## src/rtl/sdram_wr_pkg.sv

```systemverilog
package sdram_wr_pkg;

  // {cs_n, ras_n, cas_n, we_n}
  typedef enum logic [3:0] {
    CMD_NOP = 4'b0111,
    CMD_ACT = 4'b0011,
    CMD_WR  = 4'b0100,
    CMD_PRE = 4'b0010
  } sd_cmd_e;

  typedef enum logic [1:0] {
    ST_IDLE,
    ST_ACTW,
    ST_BURST,
    ST_REC
  } seq_state_e;

  localparam int TI_RCD = 0;
  localparam int TI_RAS = 1;
  localparam int TI_RC  = 2;
  localparam int TI_WR  = 3;
  localparam int TI_RP  = 4;
  localparam int N_TMR  = 5;

  localparam int BURST_LEN = 4;
  localparam int AP_BIT    = 10;

endpackage

```

## src/rtl/sdram_wr_timer.sv

```systemverilog
module sdram_wr_timer #(
  parameter int LEN = 3
) (
  input  logic clk,
  input  logic rst_n,
  input  logic load,
  output logic done
);

  localparam int CW = $clog2(LEN + 1) < 1 ? 1 : $clog2(LEN + 1);

  logic [CW-1:0] cnt_q, cnt_d;

  // A command placed on edge e meets the interval on edge e' when e'-e >= LEN,
  // i.e. when at most one decrement is still outstanding.
  always_comb begin
    cnt_d = cnt_q;
    if (load)             cnt_d = CW'(LEN);
    else if (cnt_q != '0) cnt_d = cnt_q - 1'b1;
  end

  always_ff @(posedge clk or negedge rst_n) begin
    if (!rst_n) cnt_q <= '0;
    else        cnt_q <= cnt_d;
  end

  assign done = (cnt_q <= CW'(1));

endmodule

```

## src/rtl/sdram_wr_ctrl.sv

```systemverilog
module sdram_wr_ctrl
  import sdram_wr_pkg::*;
#(
  parameter int ADDR_W = 12,
  parameter int ROW_W  = 12,
  parameter int COL_W  = 8,
  parameter int BANK_W = 2,
  parameter int DATA_W = 16
) (
  input  logic                        clk,
  input  logic                        rst_n,
  input  logic                        req_valid,
  output logic                        req_ready,
  input  logic [BANK_W-1:0]           req_bank,
  input  logic [ROW_W-1:0]            req_row,
  input  logic [COL_W-1:0]            req_col,
  input  logic                        req_all_banks,
  input  logic [BURST_LEN*DATA_W-1:0] req_data,
  input  logic [N_TMR-1:0]            tmr_done,
  output logic [N_TMR-1:0]            tmr_load,
  output logic                        cke,
  output sd_cmd_e                     cmd,
  output logic [ADDR_W-1:0]           addr,
  output logic [BANK_W-1:0]           ba,
  output logic                        dqm,
  output logic [DATA_W-1:0]           dq_out,
  output logic                        dq_oe
);

  localparam int BW = $clog2(BURST_LEN);

  seq_state_e state_q, state_d;
  logic [BW-1:0] beat_q, beat_d;

  logic [BANK_W-1:0]                  bank_q;
  logic [COL_W-1:0]                   col_q;
  logic                               all_q;
  logic [BURST_LEN-1:0][DATA_W-1:0]   data_q;
  logic                               cap_en;

  sd_cmd_e           cmd_d;
  logic [ADDR_W-1:0] addr_d;
  logic [BANK_W-1:0] ba_d;
  logic              dqm_d, oe_d;
  logic [DATA_W-1:0] dq_d;

  assign req_ready = (state_q == ST_IDLE) && cke && tmr_done[TI_RP] && tmr_done[TI_RC];
  assign cap_en    = req_valid && req_ready;

  always_comb begin
    state_d  = state_q;
    beat_d   = beat_q;
    cmd_d    = CMD_NOP;
    addr_d   = '0;
    ba_d     = bank_q;
    dq_d     = '0;
    oe_d     = 1'b0;
    dqm_d    = 1'b1;
    tmr_load = '0;
    case (state_q)
      ST_IDLE: begin
        if (cap_en) begin
          cmd_d            = CMD_ACT;
          addr_d           = ADDR_W'(req_row);
          ba_d             = req_bank;
          tmr_load[TI_RCD] = 1'b1;
          tmr_load[TI_RAS] = 1'b1;
          tmr_load[TI_RC]  = 1'b1;
          state_d          = ST_ACTW;
        end
      end
      ST_ACTW: begin
        if (tmr_done[TI_RCD]) begin
          cmd_d          = CMD_WR;
          addr_d         = ADDR_W'(col_q);
          addr_d[AP_BIT] = 1'b0;
          dq_d           = data_q[0];
          oe_d           = 1'b1;
          dqm_d          = 1'b0;
          beat_d         = BW'(1);
          state_d        = ST_BURST;
        end
      end
      ST_BURST: begin
        dq_d   = data_q[beat_q];
        oe_d   = 1'b1;
        dqm_d  = 1'b0;
        beat_d = beat_q + 1'b1;
        if (beat_q == BW'(BURST_LEN - 1)) begin
          tmr_load[TI_WR] = 1'b1;
          state_d         = ST_REC;
        end
      end
      ST_REC: begin
        if (tmr_done[TI_WR] && tmr_done[TI_RAS]) begin
          cmd_d           = CMD_PRE;
          addr_d[AP_BIT]  = all_q;
          tmr_load[TI_RP] = 1'b1;
          state_d         = ST_IDLE;
        end
      end
      default: state_d = ST_IDLE;
    endcase
  end

  always_ff @(posedge clk or negedge rst_n) begin
    if (!rst_n) begin
      state_q <= ST_IDLE;
      beat_q  <= '0;
      cke     <= 1'b0;
      cmd     <= CMD_NOP;
      addr    <= '0;
      ba      <= '0;
      dq_out  <= '0;
      dq_oe   <= 1'b0;
      dqm     <= 1'b1;
    end else begin
      state_q <= state_d;
      beat_q  <= beat_d;
      cke     <= 1'b1;
      cmd     <= cmd_d;
      addr    <= addr_d;
      ba      <= ba_d;
      dq_out  <= dq_d;
      dq_oe   <= oe_d;
      dqm     <= dqm_d;
    end
  end

  always_ff @(posedge clk or negedge rst_n) begin
    if (!rst_n) begin
      bank_q <= '0;
      col_q  <= '0;
      all_q  <= 1'b0;
      data_q <= '0;
    end else if (cap_en) begin
      bank_q <= req_bank;
      col_q  <= req_col;
      all_q  <= req_all_banks;
      data_q <= req_data;
    end
  end

  assert_wr_no_autopre_R3: assert property (@(posedge clk) disable iff (!rst_n)
    (cmd == CMD_WR) |-> (addr[AP_BIT] == 1'b0));

  assert_dqm_in_burst_R4: assert property (@(posedge clk) disable iff (!rst_n)
    dq_oe |-> !dqm);

  assert_busy_ignored_R9: assert property (@(posedge clk) disable iff (!rst_n)
    !req_ready |=> (cmd != CMD_ACT));

  assert_cke_up_R10: assert property (@(posedge clk) disable iff (!rst_n)
    1'b1 |=> cke);

endmodule

```

## src/rtl/sdram_wr_seq.sv

```systemverilog
module sdram_wr_seq
  import sdram_wr_pkg::*;
#(
  parameter int ADDR_W = 12,
  parameter int ROW_W  = 12,
  parameter int COL_W  = 8,
  parameter int BANK_W = 2,
  parameter int DATA_W = 16,
  parameter int T_RCD  = 3,
  parameter int T_RAS  = 7,
  parameter int T_RC   = 10,
  parameter int T_WR   = 3,
  parameter int T_RP   = 3
) (
  input  logic                    clk,
  input  logic                    rst_n,
  input  logic                    req_valid,
  output logic                    req_ready,
  input  logic [BANK_W-1:0]       req_bank,
  input  logic [ROW_W-1:0]        req_row,
  input  logic [COL_W-1:0]        req_col,
  input  logic                    req_all_banks,
  input  logic [4*DATA_W-1:0]     req_data,
  output logic                    sd_cke,
  output logic                    sd_cs_n,
  output logic                    sd_ras_n,
  output logic                    sd_cas_n,
  output logic                    sd_we_n,
  output logic [ADDR_W-1:0]       sd_addr,
  output logic [BANK_W-1:0]       sd_ba,
  output logic                    sd_dqm,
  output logic [DATA_W-1:0]       sd_dq_out,
  output logic                    sd_dq_oe
);

  function automatic int tmr_len(input int idx);
    case (idx)
      TI_RCD:  return T_RCD;
      TI_RAS:  return T_RAS;
      TI_RC:   return T_RC;
      TI_WR:   return T_WR;
      default: return T_RP;
    endcase
  endfunction

  logic [N_TMR-1:0] tmr_done, tmr_load;
  sd_cmd_e          cmd;

  for (genvar gi = 0; gi < N_TMR; gi++) begin : g_tmr
    sdram_wr_timer #(.LEN(tmr_len(gi))) u_tmr (
      .clk  (clk),
      .rst_n(rst_n),
      .load (tmr_load[gi]),
      .done (tmr_done[gi])
    );
  end

  sdram_wr_ctrl #(
    .ADDR_W(ADDR_W), .ROW_W(ROW_W), .COL_W(COL_W), .BANK_W(BANK_W), .DATA_W(DATA_W)
  ) u_ctrl (
    .clk          (clk),
    .rst_n        (rst_n),
    .req_valid    (req_valid),
    .req_ready    (req_ready),
    .req_bank     (req_bank),
    .req_row      (req_row),
    .req_col      (req_col),
    .req_all_banks(req_all_banks),
    .req_data     (req_data),
    .tmr_done     (tmr_done),
    .tmr_load     (tmr_load),
    .cke          (sd_cke),
    .cmd          (cmd),
    .addr         (sd_addr),
    .ba           (sd_ba),
    .dqm          (sd_dqm),
    .dq_out       (sd_dq_out),
    .dq_oe        (sd_dq_oe)
  );

  assign {sd_cs_n, sd_ras_n, sd_cas_n, sd_we_n} = cmd;

  // Spacing watch on the pins: cycles since the last ACTIVE, PRECHARGE and data word.
  localparam int SMAX = T_RCD + T_RAS + T_RC + T_WR + T_RP + 8;
  localparam int SW   = $clog2(SMAX + 1);

  logic [SW-1:0] since_act, since_pre, since_dat;
  logic          seen_pre;

  always_ff @(posedge clk or negedge rst_n) begin
    if (!rst_n) begin
      since_act <= SW'(SMAX);
      since_pre <= SW'(SMAX);
      since_dat <= SW'(SMAX);
      seen_pre  <= 1'b0;
    end else begin
      since_act <= (cmd == CMD_ACT) ? SW'(1) : (since_act == SW'(SMAX) ? since_act : since_act + 1'b1);
      since_pre <= (cmd == CMD_PRE) ? SW'(1) : (since_pre == SW'(SMAX) ? since_pre : since_pre + 1'b1);
      since_dat <= sd_dq_oe         ? SW'(1) : (since_dat == SW'(SMAX) ? since_dat : since_dat + 1'b1);
      if (cmd == CMD_PRE) seen_pre <= 1'b1;
    end
  end

  assert_rcd_spacing_R3: assert property (@(posedge clk) disable iff (!rst_n)
    (cmd == CMD_WR) |-> (since_act >= SW'(T_RCD)));

  assert_pre_spacing_R5: assert property (@(posedge clk) disable iff (!rst_n)
    (cmd == CMD_PRE) |-> (since_act >= SW'(T_RAS) && since_dat >= SW'(T_WR)));

  assert_next_act_spacing_R7: assert property (@(posedge clk) disable iff (!rst_n)
    (cmd == CMD_ACT && seen_pre) |-> (since_pre >= SW'(T_RP) && since_act >= SW'(T_RC)));

endmodule

```

## config.mk

```make
export PLATFORM = sky130hd
export DESIGN_NAME = sdram_wr_seq
export DESIGN_NICKNAME = d
export VERILOG_FILES = /design/src/rtl/sdram_wr_pkg.sv /design/src/rtl/sdram_wr_timer.sv /design/src/rtl/sdram_wr_ctrl.sv /design/src/rtl/sdram_wr_seq.sv
export SDC_FILE = /design/constraint.sdc
export NUM_CORES = 1
export LEC_CHECK = 0
export BUFFER_PORTS_ARGS = -buffer_cell sky130_fd_sc_hd__buf_2
export CAP_MARGIN = 10
export CORE_UTILIZATION = 57
export CTS_CLUSTER_SIZE = 24
export DETAILED_ROUTE_END_ITERATION = 8
export PLACE_DENSITY = 0.92
export SLEW_MARGIN = 10
export SYNTH_ARGS = -nofsm -noshare
export SYNTH_HDL_FRONTEND = slang
export SYNTH_HIERARCHICAL = 1
export SYNTH_SLANG_ARGS = --single-unit
```

## constraint.sdc

```tcl
create_clock -name clk -period 5.68 [get_ports clk]
set_input_delay 1.136 -clock clk [delete_from_list [all_inputs] [get_ports clk]]
set_output_delay 1.136 -clock clk [all_outputs]
set_load 0.01 [all_outputs]
```

After elaboration in Yosys (flattened, before gate mapping) --
Cells that the tools add are included.
Cells by class: $add $sub $neg 6, magnitude comparators 6, eq/ne operators 8, multiplexer cells 43, reductions and logical operators 19
Operator list (number):
- 16-bit binary-select mux with 2-bit select | 1
- 16-bit 2-to-1 mux | 2
- 16-bit one-hot mux with 2 select lines | 1
- 2-bit 2-to-1 mux | 14
- 10-bit one-hot mux with 2 select lines | 1
- 3-bit 2-to-1 mux | 6
- 2-bit nonzero test | 9
- 12-bit 2-to-1 mux | 1
- 4-bit one-hot mux with 3 select lines | 1
- 4-bit 2-to-1 mux | 2
- 8-bit 2-to-1 mux | 1
- 2-bit one-hot mux with 4 select lines | 1
- 1-bit 2-to-1 mux | 7
- 2-bit == test, second input constant | 3
- 2-bit by 1-bit less-or-equal comparator with 1-bit output, second input constant | 3
- 2-bit by 1-bit != test with 1-bit output, second input constant | 3
- 1-bit one-hot mux with 2 select lines | 3
- 2-bit by 1-bit subtractor with 2-bit output, second input constant | 3
- 1-bit logical AND | 5
- 4-bit by 1-bit less-or-equal comparator with 1-bit output, second input constant | 1
- 2-bit one-hot mux with 2 select lines | 1
- 4-bit AND reduction | 1
- 4-bit nonzero test | 1
- 4-bit by 1-bit subtractor with 4-bit output, second input constant | 1
- other kinds (10) | 10
Storage, ports and cells: register bits after elaboration 129, input port bits 90, output and inout bits 38, logic and storage cells 103

Depth between registers and ports, before layout --
depth in word-level cells 8, gate-level depth with buffers 10, depth with buffers taken out 8

By module --
Netlist, hierarchy kept.
By module, submodules not included:
- sdram_wr_ctrl | instances 1, cells an instance 304, area an instance 4817.1 um^2
- sdram_wr_timer (g_tmr[0].u_tmr ...) | instances 3, cells an instance 11, area an instance 116.4 um^2
- sdram_wr_timer (g_tmr[2].u_tmr) | instances 1, cells an instance 24, area an instance 240.2 um^2
- sdram_wr_timer (g_tmr[1].u_tmr) | instances 1, cells an instance 20, area an instance 201.4 um^2

Worst setup path before layout --
OpenSTA, ideal clock, no wires.
path type in2reg, start point input port req_valid, end point register g_tmr[2].u_tmr.cnt_q[0], setup time 128 ps, arrival 2222 ps, data required time 5552 ps, setup slack 3330 ps, stages 6, buffers on the path 2, cells stage by stage nand2_1 > nor2_2 > clkbuf_1 > buf_4 > nor2b_1 > mux2_1
Between the ends: longest elaborated chain between the ends 4, elaborated cells between the ends (all ways) 5
RTL lines:
- from (decl) | RTL line sdram_wr_seq.sv:17 | input logic req_valid,
- 1-bit logical AND * | RTL line sdram_wr_ctrl.sv:48 | assign cap_en = req_valid && req_ready;
- 3-bit 2-to-1 mux * | RTL line sdram_wr_ctrl.sv:62 | if (cap_en) begin
- 3-bit 2-to-1 mux * | RTL line sdram_wr_ctrl.sv:60 | case (state_q)
- named net tmr_load[2] | RTL line sdram_wr_seq.sv:46 | logic [N_TMR-1:0] tmr_done, tmr_load;
- 4-bit 2-to-1 mux / 2-bit nonzero test (equally long branches)
- to (signal assigned) | RTL line sdram_wr_timer.sv:24 | else cnt_q <= cnt_d;
- to (decl) | RTL line sdram_wr_timer.sv:12 | logic [CW-1:0] cnt_q, cnt_d;
Mark *: on every way through the listed nets, which the timed path passes. The rest lies on a longest branch. A chain may end at the register's enable or synchronous reset.

Worst setup path in the final report --
start point register g_tmr[2].u_tmr.cnt_q[0], end point output port req_ready
Between the ends: longest elaborated chain between the ends 2
RTL lines:
- 4-bit by 1-bit less-or-equal comparator with 1-bit output | RTL line sdram_wr_timer.sv:27 | assign done = (cnt_q <= CW'(1));
- named net tmr_done[2] | RTL line sdram_wr_seq.sv:46
- 1-bit logical AND | RTL line sdram_wr_ctrl.sv:47 | assign req_ready = (state_q == ST_IDLE) && cke && tmr_done[TI_RP] && tmr_done[TI_RC];
- to (decl) | RTL line sdram_wr_seq.sv:18 | output logic req_ready,
The timed path passes the listed nets, and every way through them passes these cells.

==> flow_summary.yaml <==
outcome:
  status: "complete, no violations"
clock_network:
  clock_sinks: 128
  cts_resized: 0
  numCtsBuffers: 17
  path_clk_slew_ns: 0.06
  clk_path_buf_depth: 2
  cts_setup_buffers: 0
  h-tree-depth: 4
  insertion_delay_ns: 0.50
  ctsHoldBuffers: 0
  cts_tree: "built"
  root_buffer: "clkbuf_8"
logic_synthesis:
  ys_seq_elements: 128
  ys.warnings.count: 6
  ys_seq_area_frac: 0.572
  syn_nets: 488
  synth_cell_types: 39
  syn_area_sq_um: 5610
  synthArstFlopShare: 1.00
  synth_flop_cell: "dfrtp_1"
  synth_edf_count: 0
  syn_avg_cell_area_sq_um: 14.7
  synthCells: 381
sta:
  fin_tns_setup_ns: 0
  fmaxAchievable_ghz: 0.323
  finalClockSkew_ns: 0.00890
  relSlewSlack: 0.178
  finalCritPeriodShare: 0.546
  rsz0062_at_grt: "false"
  fin_ws_ns: 2.58
  setup_violations: 0
  period_minus_slack_ns: 3.10
  tightest_slew_ns: 1.23
  slew_viol_final: 0
  hold_violations: 0
grt:
  grt_pass1_vias: 3785
  globalRoute.totalOverflow: 0
  antenna_found_initial: 0
  grt_pass1_wl_um: 18300
  grt_max_degree: 103
  grt_use_total: 0.240
floorplan:
  core.rowCount: 35
  die_h_um: 101
  initial_core_util: 0.598
  core_area_sq_um: 9370
  dieWidth_um: 101
  num_io_pins: 128
  dieArea_sq_um: 10200
placement:
  routabilityCongestion: 0.700
  dpl_worst_slack_ns: 2.72
  port_buffers: 126
  dp_hpwl_um: 7150
worst_setup_path:
  crit_type: "flop to primary output"
  arrival_ns: 1.96
  crit_fanout: 6
  start_kind: "flop"
  cp_data_required_time_ns: 4.54
  cp-end-kind: "primary output"
job:
  maxCapViolCount: 0
final_layout:
  layout_common_cells: "buf_2 (125), dfrtp_1 (124), mux2_2 (78)"
  fillerInstances: 636
  insertedDiodeCount: 0
  final_common_cell: "buf_2"
  syn_to_final_growth_pct: 22.8
  drive_above_1_share: 0.488
  final_nets: 611
  final_util: 0.735
pwr:
  netSwitchingFraction: 0.313
  power_switching_mw: 1.25
  leakagePower_nw: 3.44
  p_clk_frac: 0.271
  power_density_nw_per_um2: 581
  pwr-share-seq: 0.410
  peakVddDrop_uv: 308
  pwr-share-comb: 0.319
  intPower_mw: 2.75
route:
  wl_per_cell_um: 17.4
  drtIter0Drc: 157
  num_vias: 3579
  routed_wl_um: 11200
  drt_first_pass_iters: 4
  final_antenna_net_count: 0
  drc_errors: 0
  vias_per_cell: 5.55
hold_path:
  min_path_type: "flop to flop"
## power groups by stage
stage,Combinational [mW],Clock [mW],Sequential (mW)
finish,1.28,1.08,1.64
global placement,1.20,0,1.61
floorplan,0.984,0,1.57
detailed placement,1.27,0,1.66
CTS,1.29,1.10,1.64
global route,1.40,1.14,1.70
## final timing paths
check | startpoint | to | slack [ns] | depth (start not counted)
hold reg to reg | u_ctrl/data_q[24] | u_ctrl/data_q[24] | 0.50 | 1
min in group asynchronous | rst_n | u_ctrl/data_q[44] | 0.76 | 1
hold / removal | u_ctrl/data_q[24] | u_ctrl/data_q[24] | 0.50 | 1
max in group asynchronous | rst_n | u_ctrl/dq_out[11] | 3.63 | 2
setup reg to reg | g_tmr[2].u_tmr/cnt_q[0] | u_ctrl/data_q[49] | 2.68 | 8
setup / recovery | g_tmr[2].u_tmr/cnt_q[0] | req_ready | 2.58 | 7
## flip-flops by register name, summed over array words and instances, names as in the netlist, 3 cells and up
name	cells
u_ctrl/data_q	64
u_ctrl/dq_out	16
u_ctrl/col_q	8
u_ctrl/cmd	3
u_ctrl/addr	12
g_tmr.u_tmr/cnt_q	13
## cell families after synthesis
group                      share of synthesized area
AOI/OAI and AO/OA                             0.0643
other                                        0.00134
adders and majority gates                     0.0379
DFF                                            0.572
muxes                                          0.235
xor gates and xnor gates                     0.00469
buffers and inverters                         0.0335
and+or+nand+nor                               0.0509
## cells in the mapped netlist (2+ instances only)
master | n | area, sq um
nor2_1 | 15 | 56.3
mux4_1 | 8 | 210
conb_1 | 2 | 7.51
ha_1 | 17 | 213
xor2_1 | 3 | 26.3
nor3_1 | 2 | 10.0
a22oi_1 | 2 | 15.0
inv_1 | 13 | 48.8
mux4_2 | 8 | 180
a211o_1 | 5 | 43.8
nand3_1 | 2 | 10.0
dfrtp_1 | 124 | 3100
o21ai_0 | 3 | 15.0
buf_2 | 11 | 55.1
nor2b_1 | 5 | 31.3
clkbuf_1 | 8 | 30.0
nand2_1 | 8 | 30.0
and2_1 | 5 | 31.3
nand2b_1 | 10 | 62.6
dfstp_2 | 4 | 105
mux2i_1 | 4 | 40.0
a32o_1 | 17 | 170
buf_4 | 3 | 22.5
a22o_1 | 8 | 70.1
mux2_2 | 78 | 878
a21o_1 | 2 | 15.0
and3_1 | 2 | 12.5
## area by class of cell
class	instances	area [sq um]	share of cell area
repair buffers	128	648	0.0941
inverters	13	48.8	0.00709
flip-flops and latches	128	3210	0.466
well taps	129	161	0.0234
multi-input cells	216	2220	0.322
clock inverters	12	160	0.0233
clock buffers	19	442	0.0641
## critical path, cell delays in order, from the launching register on
cell and delay [ns]:
dfrtp_1 0.43, inv_1 0.08, ha_1 0.22, nor2_1 0.07, nor3_1 0.36, inv_1 0.08
nor2_1 0.10, buf_2 0.13
## layer usage
layer	vias to the layer above	global-route usage	part of all wire
met2	109	0.403	0.52
li1	1625	-	-
met1	1839	0.296	0.41
met3	6	0.0766	0.061
met4	0	0.0803	0.0081
met5	-	0	0
## per-stage QoR
stage | cell area [sq um] | hold WS, ns | std cells | power, mW
6_report | 6890 | 0.497 | 645 | 4.00
5_1_grt | 6890 | 0.514 | 645 | 4.24
4_1_cts | 6890 | 0.502 | 645 | 4.03
2_1_floorplan | 5610 | 0.469 | 381 | 2.55
3_5_place_dp | 6280 | 0.489 | 614 | 2.93
3_3_place_gp | 6280 | 0.479 | 614 | 2.81
(Power assumes the default switching activity.)
